`src/rtl/rop_pkg.sv`:
```
// Shared types for the pixel raster operation unit.
// Assumes pixels at most 16 bits wide; the format code is 2 bits.
package rop_pkg;

    // Pixel format select values
    typedef enum logic [1:0] {
        FMT_8BPP  = 2'b00,
        FMT_15BPP = 2'b01,
        FMT_16BPP = 2'b10,
        FMT_16ALT = 2'b11
    } pix_fmt_t;

    // Boolean function chosen by a code; S = source/pattern, D = destination
    typedef enum logic [4:0] {
        FN_ZERO,
        FN_ONES,
        FN_S,
        FN_NS,
        FN_D,
        FN_ND,
        FN_XOR,
        FN_XNOR,
        FN_AND,
        FN_OR,
        FN_NOR,
        FN_D_ANDN_S,
        FN_S_ANDN_D,
        FN_NAND,
        FN_D_ORN_S,
        FN_S_ORN_D,
        FN_BLEND
    } rop_fn_t;

endpackage

```
`src/rtl/rop_code_decode.sv`:
```
// Maps an 8-bit raster code to a boolean function, using one of two tables.
// Assumes: pat_sel chooses the patterned table; any code absent from the
// chosen table maps to FN_D (destination kept).
module rop_code_decode
    import rop_pkg::*;
(
    input  logic [7:0] code,
    input  logic       pat_sel,
    output rop_fn_t    fn
);

    rop_fn_t fn_plain;
    rop_fn_t fn_pat;

    // Plain table: codes are truth tables over source and destination
    always_comb begin
        unique case (code)
            8'h00:   fn_plain = FN_ZERO;
            8'hFF:   fn_plain = FN_ONES;
            8'hCC:   fn_plain = FN_S;
            8'h33:   fn_plain = FN_NS;
            8'h55:   fn_plain = FN_ND;
            8'h66:   fn_plain = FN_XOR;
            8'h99:   fn_plain = FN_XNOR;
            8'h88:   fn_plain = FN_AND;
            8'hEE:   fn_plain = FN_OR;
            8'h11:   fn_plain = FN_NOR;
            8'h22:   fn_plain = FN_D_ANDN_S;
            8'h44:   fn_plain = FN_S_ANDN_D;
            8'h77:   fn_plain = FN_NAND;
            8'hBB:   fn_plain = FN_D_ORN_S;
            8'hDD:   fn_plain = FN_S_ORN_D;
            default: fn_plain = FN_D;
        endcase
    end

    // Patterned table: same functions on pattern and destination, plus a blend
    always_comb begin
        unique case (code)
            8'h00:   fn_pat = FN_ZERO;
            8'hFF:   fn_pat = FN_ONES;
            8'hF0:   fn_pat = FN_S;
            8'h0F:   fn_pat = FN_NS;
            8'h55:   fn_pat = FN_ND;
            8'h5A:   fn_pat = FN_XOR;
            8'hA5:   fn_pat = FN_XNOR;
            8'hA0:   fn_pat = FN_AND;
            8'hFA:   fn_pat = FN_OR;
            8'h05:   fn_pat = FN_NOR;
            8'h0A:   fn_pat = FN_D_ANDN_S;
            8'h50:   fn_pat = FN_S_ANDN_D;
            8'h5F:   fn_pat = FN_NAND;
            8'hAF:   fn_pat = FN_D_ORN_S;
            8'hF5:   fn_pat = FN_S_ORN_D;
            8'hB8:   fn_pat = FN_BLEND;
            default: fn_pat = FN_D;
        endcase
    end

    // Table select
    always_comb fn = pat_sel ? fn_pat : fn_plain;

endmodule

```
`src/rtl/rop_bool_core.sv`:
```
// Applies the decoded boolean function bitwise across the full pixel word.
// Assumes all operands share width W; blend takes s where m=0, d where m=1.
module rop_bool_core
    import rop_pkg::*;
#(
    parameter int W = 16
) (
    input  rop_fn_t        fn,
    input  logic [W-1:0]   d,
    input  logic [W-1:0]   s,
    input  logic [W-1:0]   m,
    output logic [W-1:0]   r
);

    // Bitwise function evaluation
    always_comb begin
        case (fn)
            FN_ZERO:     r = '0;
            FN_ONES:     r = '1;
            FN_S:        r = s;
            FN_NS:       r = ~s;
            FN_D:        r = d;
            FN_ND:       r = ~d;
            FN_XOR:      r = s ^ d;
            FN_XNOR:     r = ~(s ^ d);
            FN_AND:      r = s & d;
            FN_OR:       r = s | d;
            FN_NOR:      r = ~s & ~d;
            FN_D_ANDN_S: r = d & ~s;
            FN_S_ANDN_D: r = s & ~d;
            FN_NAND:     r = ~s | ~d;
            FN_D_ORN_S:  r = d | ~s;
            FN_S_ORN_D:  r = s | ~d;
            FN_BLEND:    r = ((s ^ d) & m) ^ s;
            default:     r = d;
        endcase
    end

endmodule

```
`src/rtl/rop_width_fit.sv`:
```
// Trims the raw result to the selected pixel format.
// Assumes W is even; 8 bpp uses the low W/2 bits, 15 bpp keeps dst's MSB.
module rop_width_fit
    import rop_pkg::*;
#(
    parameter int W = 16
) (
    input  logic [1:0]     fmt,
    input  logic [W-1:0]   raw,
    input  logic [W-1:0]   dst,
    output logic [W-1:0]   fit
);

    localparam int HALF_W = W / 2;

    // Format-dependent masking
    always_comb begin
        case (pix_fmt_t'(fmt))
            FMT_8BPP:  fit = {{(W - HALF_W){1'b0}}, raw[HALF_W-1:0]};
            FMT_15BPP: fit = {dst[W-1], raw[W-2:0]};
            default:   fit = raw;
        endcase
    end

endmodule

```
`src/rtl/rop_pixel_unit.sv`:
```
// Pixel raster operation unit: decode code, evaluate, fit to format, register.
// Assumes one pixel per cycle and a synchronous active-low reset.
module rop_pixel_unit
    import rop_pkg::*;
#(
    parameter int PIX_W = 16
) (
    input  logic             clk,
    input  logic             rst_n,
    input  logic [1:0]       mode_sel,
    input  logic             pat_en,
    input  logic [7:0]       rop_code,
    input  logic [PIX_W-1:0] dst_pix,
    input  logic [PIX_W-1:0] src_pix,
    input  logic [PIX_W-1:0] mask_pix,
    output logic [PIX_W-1:0] pix_out
);

    localparam int HALF_W = PIX_W / 2;

    rop_fn_t          fn_sel;
    logic [PIX_W-1:0] raw_res;
    logic [PIX_W-1:0] fit_res;

    rop_code_decode u_decode (
        .code    (rop_code),
        .pat_sel (pat_en),
        .fn      (fn_sel)
    );

    rop_bool_core #(.W(PIX_W)) u_core (
        .fn (fn_sel),
        .d  (dst_pix),
        .s  (src_pix),
        .m  (mask_pix),
        .r  (raw_res)
    );

    rop_width_fit #(.W(PIX_W)) u_fit (
        .fmt (mode_sel),
        .raw (raw_res),
        .dst (dst_pix),
        .fit (fit_res)
    );

    // Output register with synchronous reset
    always_ff @(posedge clk) begin
        if (!rst_n) pix_out <= '0;
        else        pix_out <= fit_res;
    end

    // the first cycle after reset shows zero
    assert_reset_zero_R1: assert property (@(posedge clk) disable iff (!rst_n)
        !$past(rst_n) |-> pix_out == '0);

    // 15 bpp keeps the destination MSB
    assert_msb_kept_R9: assert property (@(posedge clk) disable iff (!rst_n)
        ($past(rst_n) && $past(mode_sel) == 2'b01) |-> pix_out[PIX_W-1] == $past(dst_pix[PIX_W-1]));

    // 8 bpp clears the upper half
    assert_upper_clear_R10: assert property (@(posedge clk) disable iff (!rst_n)
        ($past(rst_n) && $past(mode_sel) == 2'b00) |-> pix_out[PIX_W-1:HALF_W] == '0);

    // patterned blend in 16 bpp
    assert_blend_R6: assert property (@(posedge clk) disable iff (!rst_n)
        ($past(rst_n) && $past(pat_en) && $past(rop_code) == 8'hB8 && $past(mode_sel) == 2'b10)
        |-> pix_out == ((($past(src_pix) ^ $past(dst_pix)) & $past(mask_pix)) ^ $past(src_pix)));

    // plain 0xAA in 16 bpp returns the destination
    assert_keep_dst_R3: assert property (@(posedge clk) disable iff (!rst_n)
        ($past(rst_n) && !$past(pat_en) && $past(rop_code) == 8'hAA && $past(mode_sel) == 2'b10)
        |-> pix_out == $past(dst_pix));

    // 0xFF in 16 bpp yields all ones in either table
    assert_all_ones_R8: assert property (@(posedge clk) disable iff (!rst_n)
        ($past(rst_n) && $past(rop_code) == 8'hFF && $past(mode_sel) == 2'b10)
        |-> pix_out == '1);

endmodule

```
`config.mk`:
```
export PLATFORM = sky130hd
export DESIGN_NAME = rop_pixel_unit
export DESIGN_NICKNAME = d
export VERILOG_FILES = /design/src/rtl/rop_pkg.sv /design/src/rtl/rop_code_decode.sv /design/src/rtl/rop_bool_core.sv /design/src/rtl/rop_width_fit.sv /design/src/rtl/rop_pixel_unit.sv
export SDC_FILE = /design/constraint.sdc
export NUM_CORES = 1
export LEC_CHECK = 0
export BUFFER_PORTS_ARGS = -buffer_cell sky130_fd_sc_hd__buf_4
export CAP_MARGIN = 10
export CORE_MARGIN = 2
export CORE_UTILIZATION = 50
export DETAILED_ROUTE_END_ITERATION = 6
export MAX_ROUTING_LAYER = met4
export PLACE_DENSITY = 0.77
export SYNTH_ARGS = -nofsm -noshare
export SYNTH_HDL_FRONTEND = slang
export SYNTH_HIERARCHICAL = 1
export SYNTH_SLANG_ARGS = --single-unit
```
`constraint.sdc`:
```
create_clock -name clk -period 3.4 [get_ports clk]
set_input_delay 0.17 -clock clk [delete_from_list [all_inputs] [get_ports clk]]
set_output_delay 0.17 -clock clk [all_outputs]
set_load 0.01 [all_outputs]
```
# After elaboration in Yosys (flattened, before gate mapping)
# Cells that the tools add are included.
[word_totals]
register_bits = 16
in_bits = 61
[classes]
eq_ne = 43
reduce_logical = 3
mux = 5
n_bitwise = 14
[ops]
columns = ["op", "n"]
rows = [
  ["one-hot mux 16 bit (16 select lines)", 1],
  ["== test 8 bit, second input constant", 14],
  ["AND 16 bit", 5],
  ["one-hot mux 5 bit (16 select lines)", 1],
  ["OR 16 bit", 4],
  ["one-hot mux 4 bit (15 select lines)", 1],
  ["== test 8 x 7 -> 1 bit, second input constant", 7],
  ["inverter 16 bit", 3],
  ["== test 5 x 4 -> 1 bit, second input constant", 8],
  ["one-hot mux 16 bit (2 select lines)", 1],
  ["XOR 16 bit", 2],
  ["== test 8 x 4 -> 1 bit, second input constant", 2],
  ["== test 8 x 6 -> 1 bit, second input constant", 2],
  ["== test 5 x 3 -> 1 bit, second input constant", 3],
  ["== test 5 x 2 -> 1 bit, second input constant", 2],
  ["== test 8 x 3 -> 1 bit, second input constant", 1],
  ["== test 8 x 5 -> 1 bit, second input constant", 1],
  ["logical NOT 8 bit", 1],
  ["== test 5 x 1 -> 1 bit, second input constant", 1],
  ["== test 5 bit, second input constant", 1],
  ["logical NOT 5 bit", 1],
  ["2-to-1 mux 5 bit", 1],
  ["== test 2 x 1 -> 1 bit, second input constant", 1],
  ["logical NOT 2 bit", 1],
]

# Depth between registers and ports, before layout
[depth]
depth_word = 6
ltp_mapped = 19

# Modules after synthesis
# Netlist, hierarchy kept.
[by_module_without_submodules]
columns = ["mod", "cells_per_inst", "area_each_um2", "instances"]
rows = [
  ["rop_bool_core", 487, 2935.3, 1],
  ["rop_code_decode", 88, 671.9, 1],
  ["rop_pixel_unit", 33, 446.7, 1],
  ["rop_width_fit", 19, 127.6, 1],
]

# Worst setup path after synthesis
# OpenSTA, ideal clock, no wires.
[synth_timing]
kind = "input port to flip-flop"
startpoint = "input rop_code[5]"
endpoint = "register pix_out[2]"
t_required_ns = 3.284
stages = 14
arrival_time_ns = 2.985
setup_slack_ns = 0.299
cell_sequence = "buf_6 > or4_4 > nand2_1 > a21oi_1 > a32oi_1 > buf_6 > nor2_2 > a32o_1 > a221oi_2 > o21ai_1 > a211o_1 > a22o_1 > buf_4 > and2_2"
[synth_between]
elab_chain_len = 6
elab_cells_between_ends = 49
classes_between = "eq/ne: 42; mux: 5; reduce/logical: 2"
[synth_lines]
columns = ["element", "line", "text"]
rows = [
  ["start: declaration", "rop_pixel_unit.sv:12", "input logic [7:0] rop_code,"],
  ["== test 8 bit, or another cell as far along", "rop_code_decode.sv:39", "unique case (code)"],
  ["one-hot mux 5 bit (16 select lines) or one-hot mux 4 bit (15 select lines) (tied branches)", "rop_code_decode.sv:39, rop_code_decode.sv:17", ""],
  ["2-to-1 mux 5 bit (*)", "rop_code_decode.sv:61", "always_comb fn = pat_sel ? fn_pat : fn_plain;"],
  ["named net fn_sel[0]", "rop_pixel_unit.sv:21", "rop_fn_t fn_sel;"],
  ["== test 5 bit, or another cell as far along", "rop_bool_core.sv:17", "case (fn)"],
  ["one-hot mux 16 bit (16 select lines) (*)", "rop_bool_core.sv:17", ""],
  ["named net raw_res[2]", "rop_pixel_unit.sv:22", "logic [PIX_W-1:0] raw_res;"],
  ["one-hot mux 16 bit (2 select lines) (*)", "rop_width_fit.sv:18", "case (pix_fmt_t'(fmt))"],
  ["named net fit_res[2]", "rop_pixel_unit.sv:23", "logic [PIX_W-1:0] fit_res;"],
  ["end signal: assignment", "rop_pixel_unit.sv:49", "else pix_out <= fit_res;"],
  ["end: declaration", "rop_pixel_unit.sv:16", "output logic [PIX_W-1:0] pix_out"],
]
# Mark *: on every way through the listed nets, which the timed path passes. The rest lies on a longest branch.
# A chain may end at the register's enable or synchronous reset.

# Worst setup path after layout
[layout_timing]
startpoint = "input rop_code[5]"
endpoint = "register pix_out[11]"
# Same word-level chain as after synthesis.

==> results_dict.tcl <==
set metrics [dict create \
    outcome "finished, final reports clean" \
    synth_area_sq_um 4180 \
    path_class "in2reg" \
    cts_tree "done" \
    p_leak_nw 1.97 \
    ys.flop_type "dfxtp_1" \
    startpoint_type "input port" \
    synth-seq-cells 16 \
    setup_viol 0 \
    vdd_drop_max_uv 71.0 \
    crit_path_frequent_cell "nand2_1" \
    dr.pass1.iters 5 \
    clockBufferDepth 2 \
    slew_viol_final 0 \
    first_iter_violations 586 \
    syn-num-nets 688 \
    worstHoldPathCells 2 \
    final_cell_mix "buf_4 (141), nor2_1 (62), nand2_1 (51)" \
    ff_latch_area_sq_um 320 \
    synth_area_leaders "dfxtp_1 (7.7%), a21oi_1 (6.1%), nor2_1 (5.6%)" \
    core_area_sq_um 8180 \
    dpl.hpwl_mm 11.7 \
    max_cap_viol_count 0 \
    wirelength_mm 15.5 \
    diodes 0 \
    antenna_found_initial 0 \
    yosysWarnings 6 \
    die_area_sq_um 9110 \
    crit_slowest_cell "or4_1" \
    synth_edf_count 0 \
    grt_max_degree 44 \
    final_common_cell "buf_4" \
    wire_per_inst_um 19.3 \
    fin_crit_ns 3.22 \
    worstPathArrival_ns 3.36 \
    multi_input_area_sq_um 3430 \
    crit_fanout 31 \
    die-height_um 95.5 \
    overflow 0 \
    antenna_left 0 \
    tightest_slew_ns 0.712 \
    gp_congestion 1.08 \
    grt_pass1_vias 4910 \
    area_delta_synth_final_pct 22.2 \
    biggestRegsByFlops "pix_out: 16 flops" \
    drive_gt1_frac 0.288 \
    syn_inst 627 \
    fin_hold_ws_ns 0.249 \
    max_stage_delay_ns 0.52 \
    grt_pass1_wl_mm 24.3 \
    clock_sinks 16 \
    htreeDepth 1 \
    worstPathRequired_ns 3.54 \
    largest_reg_flops 16 \
    end_kind "flop" \
    ys_seq_area_frac 0.0766 \
    start_util 0.511 \
    slew_headroom 0.523 \
    hold_viol 0 \
    max_flop_register "pix_out" \
    vias_per_cell 6.81 \
    num_vias 5465 \
    ctsHoldBuffers 0 \
    fin_util 0.625 \
    netlist.area_leader.share 0.0766 \
    pin_count 77 \
    syn_area_per_cell_sq_um 6.67 \
    cts_root_buffer "clkbuf_8" \
    rows 33 \
    yosysUniqueCellTypes 87 \
    drc 0 \
    worstPathCellList "buf_4 -> nand4bb_1 -> nand2_1 -> a22o_4 -> nor4_1 -> a31oi_4 -> buf_12 -> nand2_1 -> nor2_1 -> or4_1 -> a311oi_1 -> a31oi_1 -> nor2b_1 -> and2_1" \
    port_buffers 76 \
    yosys.area.top_type "dfxtp_1" \
    timing.final.crit_share 0.948 \
    async_reset_ff_frac 0 \
    grt.total_usage 0.340 \
    nNetsFinal 761 \
    power.density_nw_per_um2 198 \
    min_path_type "in2reg" \
    path_clk_slew_ns 0.06 \
    nFillCells 771 \
    fp.dieW_um 95.5 \
    cts_buffers 3 \
    fmax_mhz 310 \
]
critical path: cells and delay by family:
family	cells	cell delay [ns]
AND/OR/NAND/NOR	8	2.02
buffers and inverters	2	0.38
AO/OA/AOI/OAI	4	0.79
area by class of cell:
class / count / area share
timing repair buffer: 146 / 0.225
multi-input combinational: 523 / 0.671
inverter: 10 / 0.00735
tap: 105 / 0.0257
sequential: 16 / 0.0627
clock buffer: 3 / 0.00808
stage by stage:
stage / setup WS, ns / area [sq um] / std cells / TNS (ns) / power (mW)
global placement: -0.105 / 5020 / 796 / -0.191 / 0.850
CTS: 0.0752 / 5060 / 799 / 0 / 0.998
global route: -0.0355 / 5110 / 803 / -0.0355 / 1.08
floorplan: 0.299 / 4180 / 627 / 0 / 0.641
detailed placement: -0.154 / 5020 / 796 / -0.307 / 0.860
finish: 0.178 / 5110 / 803 / 0 / 1.01
power breakdown:
| part | switching, mW | internal [mW] |
|---|---|---|
| combinational | 0.359 | 0.306 |
| sequential | 0.00534 | 0.208 |
| clock | 0.0564 | 0.0783 |
final timing paths:
check | startpoint | endpoint | slack [ns]
hold / removal | rst_n | pix_out[11] | 0.25
setup / recovery | rop_code[5] | pix_out[11] | 0.18
routing by layer:
layer	vias to the layer above	GRT usage	wire length (um)
li1	2532	-	-
met1	2477	0.452	6310
met2	391	0.530	6840
met3	65	0.0482	1830
met4	0	0.112	517
met5	-	-	0
cells by family after synthesis:
kind of cell	Yosys count	synth area share
compound gates	235	0.388
xor+xnor	12	0.0251
buf+inv	88	0.122
flops	16	0.0766
mux	7	0.0171
simple gates	269	0.371
cell usage after synthesis, types with 9 or more instances:
cell type  number
nand2_1        51
buf_2          17
dfxtp_1        16
buf_6          11
nand3_1        17
nor2b_1        12
nand4_1        18
a31oi_1        15
inv_1           9
or3_1          11
a21oi_1        51
buf_4          20
nor2_1         62
o21ai_1        10
nor3_1         14
and2_2         12
o211ai_1       10
o21ai_0        42
xnor2_1         9
nand4bb_1       9
clkbuf_1       29
o22ai_1        19
what timing repair did:
action / CTS / global route
endpoints found under the setup margin: 0 / 5
resized for setup: 0 / 4
buffers inserted: 0 / 4
Power figures use the tool's default switching activity.
